### src/rtl/seg_pkg.sv
package seg_pkg;
    parameter int SEG_W = 3;
    parameter int OFF_W = 16;
    parameter int PA_W  = 24;
    parameter int ROW_W = 4;
    localparam int ROWS  = 1 << ROW_W;
    localparam int LEN_W = SEG_W + 1;

    typedef enum logic [1:0] {
        ACC_READ  = 2'd0,
        ACC_WRITE = 2'd1,
        ACC_EXEC  = 2'd2,
        ACC_RSVD  = 2'd3
    } acc_kind_e;

    typedef enum logic [2:0] {
        FLT_NONE    = 3'd0,
        FLT_LENGTH  = 3'd1,
        FLT_INVALID = 3'd2,
        FLT_LIMIT   = 3'd3,
        FLT_PERM    = 3'd4
    } fault_e;

    typedef struct packed {
        logic             live;
        logic [2:0]       perm;   // bit0 read, bit1 write, bit2 execute
        logic [OFF_W-1:0] limit;
        logic [PA_W-1:0]  base;
    } seg_desc_t;
endpackage

### src/rtl/seg_table.sv
module seg_table
    import seg_pkg::*;
(
    input  logic             clk,
    input  logic             rst_n,
    input  logic             wr_en,
    input  logic [ROW_W-1:0] wr_row,
    input  seg_desc_t        wr_desc,
    input  logic [ROW_W-1:0] rd_row,
    output seg_desc_t        rd_desc
);
    seg_desc_t rows_q [ROWS];

    for (genvar g = 0; g < ROWS; g++) begin : g_row
        seg_desc_t row_d;
        always_comb begin
            row_d = rows_q[g];
            if (wr_en && (wr_row == ROW_W'(g))) begin
                row_d = wr_desc;
            end
        end
        always_ff @(posedge clk or negedge rst_n) begin
            if (!rst_n) begin
                rows_q[g] <= '0;
            end else begin
                rows_q[g] <= row_d;
            end
        end
    end

    // The read is taken from the registered rows, so a write lands one cycle later.
    assign rd_desc = rows_q[rd_row];

    p_store_r10: assert property (@(posedge clk) disable iff (!rst_n)
        wr_en |=> rows_q[$past(wr_row)] == $past(wr_desc))
        else $error("descriptor write not stored");
endmodule

### src/rtl/seg_check.sv
module seg_check
    import seg_pkg::*;
(
    input  logic [SEG_W-1:0] seg,
    input  logic [OFF_W-1:0] off,
    input  logic [1:0]       kind,
    input  logic [LEN_W-1:0] seg_count,
    input  seg_desc_t        desc,
    output fault_e           fault,
    output logic [PA_W-1:0]  paddr
);
    logic allowed;

    always_comb begin
        case (kind)
            ACC_READ:  allowed = desc.perm[0];
            ACC_WRITE: allowed = desc.perm[1];
            ACC_EXEC:  allowed = desc.perm[2];
            default:   allowed = 1'b0;
        endcase
    end

    // Fixed priority: count, live bit, limit, permission.
    always_comb begin
        fault = FLT_NONE;
        paddr = '0;
        if ({1'b0, seg} >= seg_count) begin
            fault = FLT_LENGTH;
        end else if (!desc.live) begin
            fault = FLT_INVALID;
        end else if (off >= desc.limit) begin
            fault = FLT_LIMIT;
        end else if (!allowed) begin
            fault = FLT_PERM;
        end else begin
            paddr = desc.base + PA_W'(off);
        end
    end
endmodule

### src/rtl/segx_top.sv
module segx_top
    import seg_pkg::*;
(
    input  logic             clk,
    input  logic             rst_n,
    input  logic             cfg_wr_en,
    input  logic [ROW_W-1:0] cfg_base,
    input  logic [LEN_W-1:0] cfg_len,
    input  logic             tbl_wr_en,
    input  logic [ROW_W-1:0] tbl_wr_row,
    input  logic             tbl_wr_live,
    input  logic [2:0]       tbl_wr_perm,
    input  logic [OFF_W-1:0] tbl_wr_limit,
    input  logic [PA_W-1:0]  tbl_wr_base,
    input  logic             req_valid,
    input  logic [SEG_W-1:0] req_seg,
    input  logic [OFF_W-1:0] req_off,
    input  logic [1:0]       req_kind,
    output logic             rsp_valid,
    output logic [PA_W-1:0]  rsp_paddr,
    output logic [2:0]       rsp_fault
);
    typedef struct packed {
        logic             rsp_valid;
        fault_e           fault;
        logic [PA_W-1:0]  paddr;
        logic [ROW_W-1:0] win_base;
        logic [LEN_W-1:0] seg_count;
    } state_t;

    state_t    st_d, st_q;
    seg_desc_t wr_desc, rd_desc;
    logic [ROW_W-1:0] rd_row;
    fault_e    chk_fault;
    logic [PA_W-1:0] chk_paddr;

    assign wr_desc = '{live: tbl_wr_live, perm: tbl_wr_perm,
                       limit: tbl_wr_limit, base: tbl_wr_base};
    assign rd_row  = st_q.win_base + ROW_W'(req_seg);

    seg_table u_table (
        .clk     (clk),
        .rst_n   (rst_n),
        .wr_en   (tbl_wr_en),
        .wr_row  (tbl_wr_row),
        .wr_desc (wr_desc),
        .rd_row  (rd_row),
        .rd_desc (rd_desc)
    );

    seg_check u_check (
        .seg       (req_seg),
        .off       (req_off),
        .kind      (req_kind),
        .seg_count (st_q.seg_count),
        .desc      (rd_desc),
        .fault     (chk_fault),
        .paddr     (chk_paddr)
    );

    always_comb begin
        st_d           = st_q;
        st_d.rsp_valid = req_valid;
        st_d.fault     = FLT_NONE;
        st_d.paddr     = '0;
        if (req_valid) begin
            st_d.fault = chk_fault;
            st_d.paddr = chk_paddr;
        end
        if (cfg_wr_en) begin
            st_d.win_base  = cfg_base;
            st_d.seg_count = cfg_len;
        end
    end

    always_ff @(posedge clk or negedge rst_n) begin
        if (!rst_n) begin
            st_q <= '{rsp_valid: 1'b0, fault: FLT_NONE, paddr: '0,
                      win_base: '0, seg_count: '0};
        end else begin
            st_q <= st_d;
        end
    end

    assign rsp_valid = st_q.rsp_valid;
    assign rsp_paddr = st_q.paddr;
    assign rsp_fault = st_q.fault;

    p_latency_r2: assert property (@(posedge clk) disable iff (!rst_n)
        req_valid |=> rsp_valid)
        else $error("response missing after request");

    p_idle_r2: assert property (@(posedge clk) disable iff (!rst_n)
        !req_valid |=> !rsp_valid)
        else $error("response without request");

    p_zero_addr_r11: assert property (@(posedge clk) disable iff (!rst_n)
        (!rsp_valid || rsp_fault != 3'd0) |-> rsp_paddr == '0)
        else $error("address leaked on fault or idle");

    p_count_first_r3: assert property (@(posedge clk) disable iff (!rst_n)
        (req_valid && ({1'b0, req_seg} >= st_q.seg_count)) |=> rsp_fault == 3'd1)
        else $error("count check not reported first");

    p_code_range_r8: assert property (@(posedge clk) disable iff (!rst_n)
        rsp_valid |-> rsp_fault <= 3'd4)
        else $error("undefined fault code");
endmodule

### config.mk
export PLATFORM = sky130hd
export DESIGN_NAME = segx_top
export DESIGN_NICKNAME = d
export VERILOG_FILES = /design/src/rtl/seg_pkg.sv /design/src/rtl/seg_table.sv /design/src/rtl/seg_check.sv /design/src/rtl/segx_top.sv
export SDC_FILE = /design/constraint.sdc
export NUM_CORES = 1
export LEC_CHECK = 0
export BUFFER_PORTS_ARGS = -buffer_cell sky130_fd_sc_hd__buf_2
export CAP_MARGIN = 20
export CORE_UTILIZATION = 41
export CTS_BUF_LIST = sky130_fd_sc_hd__clkbuf_4 sky130_fd_sc_hd__clkbuf_8
export CTS_CLUSTER_DIAMETER = 30
export CTS_CLUSTER_SIZE = 16
export DETAILED_ROUTE_END_ITERATION = 8
export MAX_ROUTING_LAYER = met4
export PLACE_DENSITY_LB_ADDON = 0.08
export SLEW_MARGIN = 20
export SYNTH_ARGS = -nofsm -noshare
export SYNTH_HDL_FRONTEND = slang
export SYNTH_SLANG_ARGS = --single-unit
### constraint.sdc
create_clock -name clk -period 6.5 [get_ports clk]
set_clock_uncertainty 0.05 [all_clocks]
set_input_delay 0.325 -clock clk [delete_from_list [all_inputs] [get_ports clk]]
set_output_delay 0.325 -clock clk [all_outputs]
set_load 0.02 [all_outputs]
# Yosys cells after proc, flatten, opt, wreduce, memory -nomap -nowiden
# Cells that the tools add are included.
[op_classes]
n_addsub = 2
n_mul = 0
div_mod_pow = 0
n_lt_le_gt_ge = 3
n_eq_ne = 17
shift = 0
mux = 13
bitwise = 1
reduce_logical = 18
[ops]
columns = ["operator", "count"]
rows = [
  ["44-bit binary-select mux with 4-bit select", 1],
  ["24-bit two-way mux", 4],
  ["44-bit two-way mux", 2],
  ["4-bit == test (second input constant)", 8],
  ["27-bit two-way mux", 1],
  ["24-bit by 16-bit adder with 24-bit output", 1],
  ["4-bit by 3-bit == test with 1-bit output (second input constant)", 4],
  ["16-bit >= comparator", 1],
  ["1-bit logical AND", 16],
  ["3-bit two-way mux", 4],
  ["4-bit by 2-bit == test with 1-bit output (second input constant)", 2],
  ["5-bit >= comparator (second input constant)", 1],
  ["4-bit NOT with 5-bit output", 1],
  ["4-bit by 3-bit adder with 4-bit output", 1],
  ["4-bit by 1-bit == test with 1-bit output (second input constant)", 1],
  ["3-bit by 4-bit >= comparator with 1-bit output", 1],
  ["4-bit logical NOT", 1],
  ["1-bit case mux with 3 select lines", 1],
  ["2-bit by 1-bit == test with 1-bit output (second input constant)", 1],
  ["2-bit == test (second input constant)", 1],
  ["2-bit logical NOT", 1],
]
[word_totals]
register_bits = 740
latchBits = 0
mem_bits_rw = 0
rom_bits = 0
input_bits = 82
out_inout_bits = 28
word_cells = 123
memories = 0

# Logic depth before layout (Yosys ltp)
[depth]
depth_word = 11
depth_mapped = 19
mapped_depth_nobuf = 14

# By module
# Synthesis repeated with hierarchy kept, for this count alone.
[unflattened]
hier_cells = 2288
hier_area_um2 = 34558.1
[modules_own_cells]
columns = ["module", "n_inst", "cells_per_inst", "area_each_um2", "seq_area_each_um2"]
rows = [
  ["seg_table", 1, 1917, 31252.5, 17616.9],
  ["seg_check", 1, 262, 1830.5, 0.0],
  ["segx_top", 1, 109, 1475.2, 900.9],
]

# Least setup slack after synthesis
# OpenSTA, ideal clock, no wires.
[synth_timing]
path_kind = "register -> register"
from = "reg st_q[4] in the netlist's numbering"
to = "reg st_q, in the netlist rsp_paddr[12]"
setup_ns = 0.132
arrival_ns = 5.153
required_time_ns = 6.318
setup_slack_ns = 1.165
stages_incl_launch_ff = 19
n_path_buf = 5
synth_period_minus_slack_ns = 5.335
path_cell_list = "dfrtp_1 > ha_1 > fa_1 > buf_2 > buf_2 > buf_2 > clkbuf_1 > clkbuf_1 > mux4_2 > mux4_2 > ha_1 > fa_1 > a211oi_1 > o21a_1 > o31a_1 > o21ai_0 > o41ai_1 > xor2_1 > nor2_1"
[synth_rtl]
columns = ["element", "line", "text"]
rows = [
  ["start: declaration", "segx_top.sv:31", "state_t st_d, st_q;"],
  ["start signal: assignment", "segx_top.sv:78", "st_q <= '{rsp_valid: 1'b0, fault: FLT_NONE, paddr: '0,"],
  ["start signal: assignment", "segx_top.sv:81", "st_q <= st_d;"],
]

==> impl_metrics.yaml <==
floorplan:
  coreArea_um2: 82400
  initial_core_util: 0.416
  dieArea_um2: 84700
  pin_count: 110
  die_x_um: 291
  rows: 105
  fp.dieH_um: 291
logic_synthesis:
  synth_area_um2: 34300
  synth_most_common_cell: "dfrtp_1"
  avgSynthCellArea_um2: 16.0
  ys_async_sr_fraction: 1.00
  synth_edf_count: 0
  synthCells: 2143
  ys_seq_area_frac: 0.540
  synth_top_flop_cell: "dfrtp_1"
  synth_top_area_frac: 0.540
  syn_nets: 2268
  ys_seq_elements: 740
  synth.area.top_cells: "dfrtp_1 (54%), mux2_2 (23%), mux4_2 (13%)"
  yosys-top-cells-count: "dfrtp_1 (740), mux2_2 (713), mux4_2 (204)"
  synth_top_cell_by_area: "dfrtp_1"
  synth_cell_types: 54
  yosysWarnings: 0
route:
  drt_iter0_drc: 912
  drtAntennaViolNets: 0
  viasPerCell: 5.51
  route.vias.total: 19700
  drc: 0
  first_pass_iters: 5
  wire_per_inst_um: 25.5
  wl_um: 91200
timing:
  max_freq_mhz: 183
  min_period_ns: 5.47
  setup_viol: 0
  finalSetupTns_ns: 0
  rsz0062_at_grt: "no"
  holdWs_ns: 0.0859
  tightest_slew_ns: 1.16
  finalHoldViolCount: 0
  fin_crit_sh: 0.842
  worst_slack_ns: 1.03
  maxSlewViolCount: 0
  slew_headroom: 0.229
placement:
  gp_congestion: 0.776
  dpl_worst_slack_ns: 0.985
  port_buffers: 109
  post-dp-hpwl_um: 51500
clock_tree:
  h-tree-depth: 4
  cts.sinks: 740
  clk_pin_slew_worst_paths_ns: 0.06
  cts_tree: "yes"
  clock_path_buffers: 3
  numCtsBuffers: 178
  cts_resized: 0
  clk_latency_ns: 0.83
  cts-root-buf: "clkbuf_8"
cells_and_area:
  final_nets: 2470
  drive_gt1_frac: 0.570
  area_growth_pct: 19.2
  fill_cells: 6983
grt:
  antenna_found_initial: 7
  grt_max_degree: 179
  overflow: 0
  first_global_vias: 21900
  grtUsageTotal: 0.230
  grt_first_pass_wirelength_um: 140000
worst_setup_path:
  startpoint_type: "flip-flop"
  required_ns: 7.16
  criticalPathCategory: "flip-flop to flip-flop"
  reg2reg_to: "rsp_paddr[21]"
  critPathCaptureType: "flip-flop"
  slowest_delay_ns: 1.09
  critPathArrivalTime_ns: 6.14
  crit_fanout: 25
  cpMaxStageDelayCell: "fa_4"
  reg2reg_from: "st_q[4]"
  crit_chain: "ha_4 -> fa_4 -> buf_12 -> mux4_2 -> mux4_2 -> inv_1 -> ha_1 -> a21oi_1 -> o21ai_0 -> a21o_1 -> a211o_1 -> nor4_1 -> buf_4 -> nand2_1 -> a21oi_1"
  reg2reg_slack_ns: 1.03
  reg2regPathDepth: 15
power:
  totalPowerFinal_mw: 16.3
  leakagePower_nw: 17.8
  powerDensity_nw_per_um2: 399
  ir_drop_mv: 0.225
job:
  maxCapViolCount: 0
run_status:
  status: "completed"
hold_path:
  min_path_type: "primary input to async pin"
## routing by layer
metal	GRT usage	vias to the layer above	part of all wire
met4	0.0747	0	0.024
met2	0.364	372	0.49
li1	-	8478	-
met1	0.298	10700	0.45
met5	-	-	0
met3	0.0441	159	0.037
## cells in the final DEF, fill, tap and decap left out, types with 7 or more instances in the layout
master / count
ha_1: 40
clkinv_2: 37
nand3_1: 9
clkinvlp_4: 20
inv_1: 27
mux2_2: 713
inv_8: 7
dlygate4sd3_1: 68
a21oi_1: 20
buf_12: 15
diode_2: 7
mux4_2: 204
o21ai_0: 16
nand2_1: 18
dfrtp_1: 740
xnor2_1: 7
a21o_1: 7
nor2_1: 28
buf_2: 108
clkbuf_4: 23
mux4_1: 8
xor2_1: 11
buf_4: 24
mux2i_1: 16
nor2_4: 9
bufinv_16: 21
clkbuf_8: 217
## worst max path at each step
| stage | startpoint | end | cells after the start |
|---|---|---|---|
| finish | st_q[4] | rsp_paddr[21] | 15 |
| global placement | req_seg[0] | rsp_paddr[23] | 15 |
| CTS | st_q[4] | rsp_paddr[21] | 15 |
| detailed placement | req_seg[0] | rsp_paddr[21] | 16 |
| floorplan | st_q[4] | rsp_paddr[12] | 18 |
| global route | st_q[4] | rsp_paddr[21] | 15 |
## cells by family (layout without fill, tap and decap cells)
kind of cell	after synthesis	in the layout	synth area share
muxes	943	943	0.380
DFF	740	740	0.540
buffers and inverters	221	576	0.0292
and+or+nand+nor	98	98	0.0135
AOI/OAI and AO/OA	79	79	0.0152
adders and majority gates	43	43	0.0161
xor gates and xnor gates	19	19	0.00540
other	0	7	0
## power breakdown
part	switching, mW	total [mW]	leakage, nW	internal, mW
combinational	1.63	3.75	6.45	2.12
sequential	0.503	6.15	9.11	5.65
clock	2.36	6.40	2.19	4.04
total	4.50	16.3	17.8	11.8
## timing repair
action,in CTS,in global routing
buffers inserted,0,0
endpoints found under the setup margin,0,0
hold endpoints to repair,791,0
hold buffers,68,0
## layout make-up
type	count	area, um^2	area share
diodes	7	17.5	0.000429
repair buffers	216	1720	0.0420
inverters	27	101	0.00248
well taps	1070	1340	0.0328
multi-input cells	1182	14900	0.364
clock buffers	240	3160	0.0773
clock inverters	93	1120	0.0275
flip-flops and latches	740	18500	0.453
## through the flow
step | cells | instance area (um^2) | utilization
detailed placement | 3167 | 35900 | 0.436
finish | 3575 | 40900 | 0.496
floorplan | 2143 | 34300 | -
global placement | 3166 | 35900 | 0.435
CTS | 3568 | 40800 | 0.496
global route | 3574 | 40900 | 0.496
## registers in the layout (all words and copies together), names as in the netlist
name,count
rsp_valid,1
st_q,8
rsp_paddr,24
rsp_fault,3
u_table.rows_q,704
## worst max-delay path, delay by kind of cell, from the launching register on
kind,cells,cell delay (ns)
AO/OA/AOI/OAI,5,1.28
adder cells (fa/ha/maj),3,1.49
buffers and inverters,3,0.54
flip-flops,1,0.40
multiplexers,2,0.81
AND/OR/NAND/NOR,2,0.75
Power figures use the tool's default switching activity.
